===== src/rtl/cbo_perm_pkg.sv =====
// Shared encodings for the cache-block permission checker.
// Assumes privilege code 2 is never driven by the core.
package cbo_perm_pkg;
    localparam logic [1:0] PRIV_U = 2'd0;
    localparam logic [1:0] PRIV_S = 2'd1;
    localparam logic [1:0] PRIV_M = 2'd3;

    localparam int EN_W       = 3;
    localparam int EN_BIT_ZRO = 0;
    localparam int EN_BIT_CF  = 1;
    localparam int EN_BIT_INV = 2;

    typedef enum logic [1:0] {
        OP_ZERO  = 2'd0,
        OP_CLEAN = 2'd1,
        OP_FLUSH = 2'd2,
        OP_INVAL = 2'd3
    } cbo_op_e;

    typedef enum logic [1:0] {
        VERD_ALLOW   = 2'd0,
        VERD_ILLEGAL = 2'd1,
        VERD_VIRT    = 2'd2
    } verdict_e;

    // Position of the enable bit that gates a given operation
    function automatic int unsigned en_index(cbo_op_e op);
        case (op)
            OP_ZERO:  return EN_BIT_ZRO;
            OP_INVAL: return EN_BIT_INV;
            default:  return EN_BIT_CF;
        endcase
    endfunction
endpackage


===== src/rtl/cbo_perm_decide.sv =====
// Combinational verdict for one request: picks the operation's bit
// from each enable layer and applies the fixed priority
// machine > virtual-instruction > supervisor illegal.
// Assumes the privilege code is one of U, S, M.
module cbo_perm_decide
    import cbo_perm_pkg::*;
(
    input  logic [1:0]      priv,
    input  logic            virt,
    input  cbo_op_e         op,
    input  logic [EN_W-1:0] m_en,
    input  logic [EN_W-1:0] h_en,
    input  logic [EN_W-1:0] s_en,
    output verdict_e        verdict
);
    logic m_bit, h_bit, s_bit;
    logic below_m, upto_s, below_s;

    // Select the gating bit of each layer for this operation
    always_comb begin
        m_bit = m_en[en_index(op)];
        h_bit = h_en[en_index(op)];
        s_bit = s_en[en_index(op)];
    end

    // Privilege comparisons used by the priority chain
    always_comb begin
        below_m = (priv < PRIV_M);
        upto_s  = (priv <= PRIV_S);
        below_s = (priv < PRIV_S);
    end

    // Priority chain, first matching rule wins
    always_comb begin
        if (below_m && !m_bit) begin
            verdict = VERD_ILLEGAL;
        end else if (virt && ((upto_s && !h_bit) || (below_s && !s_bit))) begin
            verdict = VERD_VIRT;
        end else if (below_s && !s_bit) begin
            verdict = VERD_ILLEGAL;
        end else begin
            verdict = VERD_ALLOW;
        end
    end
endmodule


===== src/rtl/cbo_addr_align.sv =====
// Rounds an address down to a power-of-two block boundary.
// Assumes BLK_LOG2 is less than ADDR_W.
module cbo_addr_align #(
    parameter int ADDR_W   = 32,
    parameter int BLK_LOG2 = 6
) (
    input  logic [ADDR_W-1:0] addr_in,
    output logic [ADDR_W-1:0] addr_out
);
    localparam logic [ADDR_W-1:0] LOW_MASK = (ADDR_W'(1) << BLK_LOG2) - ADDR_W'(1);

    // Clear the offset-within-block bits
    always_comb begin
        addr_out = addr_in & ~LOW_MASK;
    end
endmodule


===== src/rtl/cbo_result_reg.sv =====
// Holds the verdict and aligned address of the last request and
// pulses done for one cycle after each request.
// Assumes one request per cycle at most.
module cbo_result_reg
    import cbo_perm_pkg::*;
#(
    parameter int ADDR_W = 32
) (
    input  logic              clk,
    input  logic              rst_n,
    input  logic              load,
    input  verdict_e          verdict,
    input  logic [ADDR_W-1:0] addr_in,
    output logic              done,
    output logic              allowed,
    output logic              illegal,
    output logic              virt_fault,
    output logic [ADDR_W-1:0] addr_q
);
    // Capture the result on a request, otherwise hold it
    always_ff @(posedge clk) begin
        if (!rst_n) begin
            done       <= 1'b0;
            allowed    <= 1'b0;
            illegal    <= 1'b0;
            virt_fault <= 1'b0;
            addr_q     <= '0;
        end else begin
            done <= load;
            if (load) begin
                allowed    <= (verdict == VERD_ALLOW);
                illegal    <= (verdict == VERD_ILLEGAL);
                virt_fault <= (verdict == VERD_VIRT);
                addr_q     <= addr_in;
            end
        end
    end
endmodule


===== src/rtl/cbo_perm_check.sv =====
// Top of the cache-block permission checker: classifies a zeroing or
// management request against three enable layers and returns a
// registered verdict and block-aligned address one cycle later.
// Assumes privilege code 2 is never presented.
module cbo_perm_check
    import cbo_perm_pkg::*;
#(
    parameter int ADDR_W        = 32,
    parameter int ZERO_BLK_LOG2 = 6,
    parameter int MGMT_BLK_LOG2 = 7
) (
    input  logic              clk,
    input  logic              rst_n,
    input  logic              req_valid,
    input  logic [1:0]        req_priv,
    input  logic              req_virt,
    input  logic [1:0]        req_op,
    input  logic [2:0]        mcfg_en,
    input  logic [2:0]        hcfg_en,
    input  logic [2:0]        scfg_en,
    input  logic [ADDR_W-1:0] req_addr,
    output logic              rsp_done,
    output logic              rsp_allowed,
    output logic              rsp_illegal,
    output logic              rsp_virt_fault,
    output logic [ADDR_W-1:0] rsp_addr
);
    cbo_op_e           op;
    verdict_e          verdict;
    logic [ADDR_W-1:0] zero_addr, mgmt_addr, sel_addr;
    logic              m_sel;

    // Interpret the raw operation code
    always_comb begin
        op = cbo_op_e'(req_op);
    end

    cbo_perm_decide u_decide (
        .priv    (req_priv),
        .virt    (req_virt),
        .op      (op),
        .m_en    (mcfg_en),
        .h_en    (hcfg_en),
        .s_en    (scfg_en),
        .verdict (verdict)
    );

    cbo_addr_align #(.ADDR_W(ADDR_W), .BLK_LOG2(ZERO_BLK_LOG2)) u_align_zero (
        .addr_in  (req_addr),
        .addr_out (zero_addr)
    );

    cbo_addr_align #(.ADDR_W(ADDR_W), .BLK_LOG2(MGMT_BLK_LOG2)) u_align_mgmt (
        .addr_in  (req_addr),
        .addr_out (mgmt_addr)
    );

    // Zeroing uses its own block size, all other operations share one
    always_comb begin
        sel_addr = (op == OP_ZERO) ? zero_addr : mgmt_addr;
    end

    cbo_result_reg #(.ADDR_W(ADDR_W)) u_result (
        .clk        (clk),
        .rst_n      (rst_n),
        .load       (req_valid),
        .verdict    (verdict),
        .addr_in    (sel_addr),
        .done       (rsp_done),
        .allowed    (rsp_allowed),
        .illegal    (rsp_illegal),
        .virt_fault (rsp_virt_fault),
        .addr_q     (rsp_addr)
    );

    // Machine-layer bit of the requested operation, for the checks below
    always_comb begin
        m_sel = mcfg_en[en_index(op)];
    end

    AST_ONE_VERDICT: assert property (@(posedge clk) disable iff (!rst_n)
        rsp_done |-> ($countones({rsp_allowed, rsp_illegal, rsp_virt_fault}) == 1));
    AST_DONE_AFTER_REQ: assert property (@(posedge clk) disable iff (!rst_n)
        rsp_done |-> $past(req_valid));
    AST_IDLE_HOLD: assert property (@(posedge clk) disable iff (!rst_n)
        !$past(req_valid) |-> (!rsp_done && $stable(rsp_addr) && $stable(rsp_allowed)));
    AST_MACHINE_PASS: assert property (@(posedge clk) disable iff (!rst_n)
        (req_valid && req_priv == PRIV_M) |=> rsp_allowed);
    AST_MCFG_FIRST: assert property (@(posedge clk) disable iff (!rst_n)
        (req_valid && req_priv != PRIV_M && !m_sel) |=> rsp_illegal);
    AST_NO_VIRT_FAULT: assert property (@(posedge clk) disable iff (!rst_n)
        (req_valid && !req_virt) |=> !rsp_virt_fault);
endmodule


===== config.mk =====
export PLATFORM = sky130hd
export DESIGN_NAME = cbo_perm_check
export DESIGN_NICKNAME = d
export VERILOG_FILES = /design/src/rtl/cbo_perm_pkg.sv /design/src/rtl/cbo_perm_decide.sv /design/src/rtl/cbo_addr_align.sv /design/src/rtl/cbo_result_reg.sv /design/src/rtl/cbo_perm_check.sv
export SDC_FILE = /design/constraint.sdc
export NUM_CORES = 1
export LEC_CHECK = 0
export BUFFER_PORTS_ARGS = -buffer_cell sky130_fd_sc_hd__buf_2
export CAP_MARGIN = 15
export CELL_PAD_IN_SITES_DETAIL_PLACEMENT = 1
export CELL_PAD_IN_SITES_GLOBAL_PLACEMENT = 1
export CORE_UTILIZATION = 38
export DETAILED_ROUTE_END_ITERATION = 6
export PLACE_DENSITY_LB_ADDON = 0.3
export SYNTH_ARGS = -nofsm -noshare
export SYNTH_HDL_FRONTEND = slang
export SYNTH_HIERARCHICAL = 1
export SYNTH_SLANG_ARGS = --single-unit

===== constraint.sdc =====
create_clock -name clk -period 2.4 [get_ports clk]
set_clock_uncertainty 0.1 [all_clocks]
set_input_delay 0.48 -clock clk [delete_from_list [all_inputs] [get_ports clk]]
set_output_delay 0.48 -clock clk [all_outputs]
set_load 0.1 [all_outputs]

==> impl_metrics.env <==
export IMPL_p_per_area_nw_per_um2=672.6
export IMPL_grt_use_total_pct=13.27
export IMPL_first_pass_iters=4
export IMPL_fp_dieW_um=81.49
export IMPL_cts_tree="done"
export IMPL_seqPwrFrac_pct=39.1
export IMPL_htreeDepth=2
export IMPL_dpl_hpwl_um=2975
export IMPL_path_clk_slew_ns=0.07
export IMPL_n_antenna_cell=0
export IMPL_yosysWarnings=6
export IMPL_gp_congestion=0.6909
export IMPL_switching_power_uw=624.2
export IMPL_multi_input_area_sq_um=1141
export IMPL_pre_cts_ws_ns=0.1157
export IMPL_io_pins=85
export IMPL_synth_cells=235
export IMPL_final_antenna_net_count=0
export IMPL_relSlewSlack_pct=64.34
export IMPL_overflow=0
export IMPL_hold_class="register to register"
export IMPL_layout_common_cells="buf_2, dfxtp_1, mux2i_1"
export IMPL_via_per_inst=4.419
export IMPL_fin_nets=309
export IMPL_synth_edf_count=0
export IMPL_io_buffers=78
export IMPL_die_h_um=81.49
export IMPL_register_area_sq_um=720.7
export IMPL_cts_sinks=36
export IMPL_hold_viol_final=0
export IMPL_rsz0062_at_grt="no"
export IMPL_synth_area_leaders="dfxtp_1, buf_4, mux2i_1"
export IMPL_met2_usage_pct=23.92
export IMPL_final_layout_size_suffix_gt1_share_pct=48.26
export IMPL_globalRouteMet3Util_pct=3.556
export IMPL_p_comb_share_pct=33.8
export IMPL_start_util_pct=40.08
export IMPL_arrival_ns=2.09
export IMPL_ir_drop_uv=280.8
export IMPL_period_share_pct=84.00
export IMPL_core_region_area_sq_um=5991
export IMPL_grt_pass1_vias=1450
export IMPL_holdBufCountCts=0
export IMPL_fillCellCount=715
export IMPL_synth_top_cell_area_share_pct=30.02
export IMPL_synthArstFlopShare_pct=0
export IMPL_startpoint_type="primary input"
export IMPL_r2r_start="u_result/allowed$_SDFFE_PN0P_"
export IMPL_internal_power_uw=1056
export IMPL_wl_um=4081
export IMPL_syn2layout_area_growth_pct=4.013
export IMPL_syn_area_sq_um=2401
export IMPL_critical_path_startpoint="req_op[0]"
export IMPL_hold_worst_slack_ns=0.3731
export IMPL_synth_largest_area_cell="dfxtp_1"
export IMPL_rows=28
export IMPL_post_route_min_period_ns=2.016
export IMPL_hold_path_startpoint="u_result/virt_fault$_SDFFE_PN0P_"
export IMPL_fin_setup_tns_ns=0
export IMPL_status="completed"
export IMPL_synth_flop_cell="dfxtp_1"
export IMPL_wire_per_inst_um=12.22
export IMPL_synth_cell_types=28
export IMPL_post_cts_buffers=0
export IMPL_root_buffer="clkbuf_8"
export IMPL_final_common_cell="buf_2"
export IMPL_grt_use_met1_pct=14.62
export IMPL_grt_first_pass_wirelength_um=6665
export IMPL_critPathCaptureType="register"
export IMPL_fmax_mhz=496.0
export IMPL_clk_latency_ns=0.28
export IMPL_tightest_slew_ns=0.5349
export IMPL_antenna_found_initial=0
export IMPL_max_cap_viol_count=0
export IMPL_cts_buffers_inserted=5
export IMPL_yosysSeqAreaShare_pct=30.02
export IMPL_final_max_slew_violation_count=0
export IMPL_ys_seq_elements=36
export IMPL_setup_slack_ns=0.3839
export IMPL_num_vias=1476
export IMPL_avgSynthCellArea_sq_um=10.22
export IMPL_die_area_sq_um=6641
export IMPL_drc=0
export IMPL_worstSetupPathType="primary input to register"
export IMPL_worst_path_max_fanout=3
export IMPL_drt_first_iter_violations=31
export IMPL_p_sw_share_pct=37.16
export IMPL_busiest_layer="met2"
export IMPL_cts_buffer_depth=2
export IMPL_grt_max_degree=39
export IMPL_crit_required_ns=2.48
export IMPL_p_clk_share_pct=27.1
export IMPL_p_leak_uw=0.001219
export IMPL_ctsResizeCount=0
export IMPL_setup_viol=0
## cells by family after synthesis
kind of cell               Yosys count  synth area share [%]
buffers and inverters               77                 24.18
muxes                               67                 30.12
and+or+nand+nor                     46                 12.45
DFF                                 36                 30.02
AOI/OAI and AO/OA                    6                 2.397
other                                2                0.3128
adders and majority gates            1                0.5210
## critical path, cell delays in order
cell,delay (ns)
buf_2,0.12
ha_1,0.22
mux2_4,0.30
a221o_1,0.36
a221oi_2,0.34
nor3b_1,0.09
o21a_1,0.17
## power by group through the flow
| stage | registers [uW] | clock network (uW) | logic (uW) |
|---|---|---|---|
| 2_1_floorplan | 962 | 0 | 249 |
| 3_3_place_gp | 669 | 0 | 567 |
| 3_5_place_dp | 671 | 0 | 573 |
| 4_1_cts | 658 | 478 | 574 |
| 5_1_grt | 662 | 509 | 602 |
| 6_report | 657 | 455 | 568 |
## metal layers
metal  share of wire [%]  vias to the layer above
li1                    -                      759
met4                 1.2                        0
met3                 5.2                        4
met2                  52                       37
met5                   0                        -
met1                  42                      676
## Yosys cell counts, types with 2 or more instances
cell type / instances
buf_2: 2
inv_1: 2
mux2i_1: 34
mux2_2: 30
buf_6: 2
nor2b_1: 33
clkbuf_1: 3
mux2_4: 3
nand4b_1: 2
nand3b_1: 3
buf_4: 65
clkbuf_8: 3
nand2_1: 2
conb_1: 2
dfxtp_1: 36
## flip-flops by register name, indices dropped and copies added, names as in the netlist
register             count
u_result/addr_q         32
u_result/allowed         1
u_result/done            1
u_result/illegal         1
u_result/virt_fault      1
## metrics by stage
| step | instance area [sq um] | power [uW] | util [%] | instances |
|---|---|---|---|---|
| 2_1_floorplan | 2442 | 1211 | - | 246 |
| 3_3_place_gp | 2401 | 1235 | 40.08 | 327 |
| 3_5_place_dp | 2401 | 1244 | 40.08 | 327 |
| 4_1_cts | 2497 | 1709 | 41.69 | 334 |
| 5_1_grt | 2497 | 1773 | 41.69 | 334 |
| 6_report | 2497 | 1680 | 41.69 | 334 |
## worst paths after layout
path                                      end  slack [ns]  cells past startpoint
max             u_result/allowed$_SDFFE_PN0P_        0.38                      7
min          u_result/virt_fault$_SDFFE_PN0P_        0.37                      2
max reg2reg     u_result/allowed$_SDFFE_PN0P_        1.59                      2
min reg2reg  u_result/virt_fault$_SDFFE_PN0P_        0.37                      2
## area by class of cell
class,count,share of cell area (%)
Tap cell,75,3.758
Sequential cell,36,28.86
Timing Repair Buffer,81,17.54
Inverter,2,0.3006
Clock buffer,7,3.858
Multi-Input combinational cell,133,45.69
Note: power is estimated with default switching activity, not from simulation.
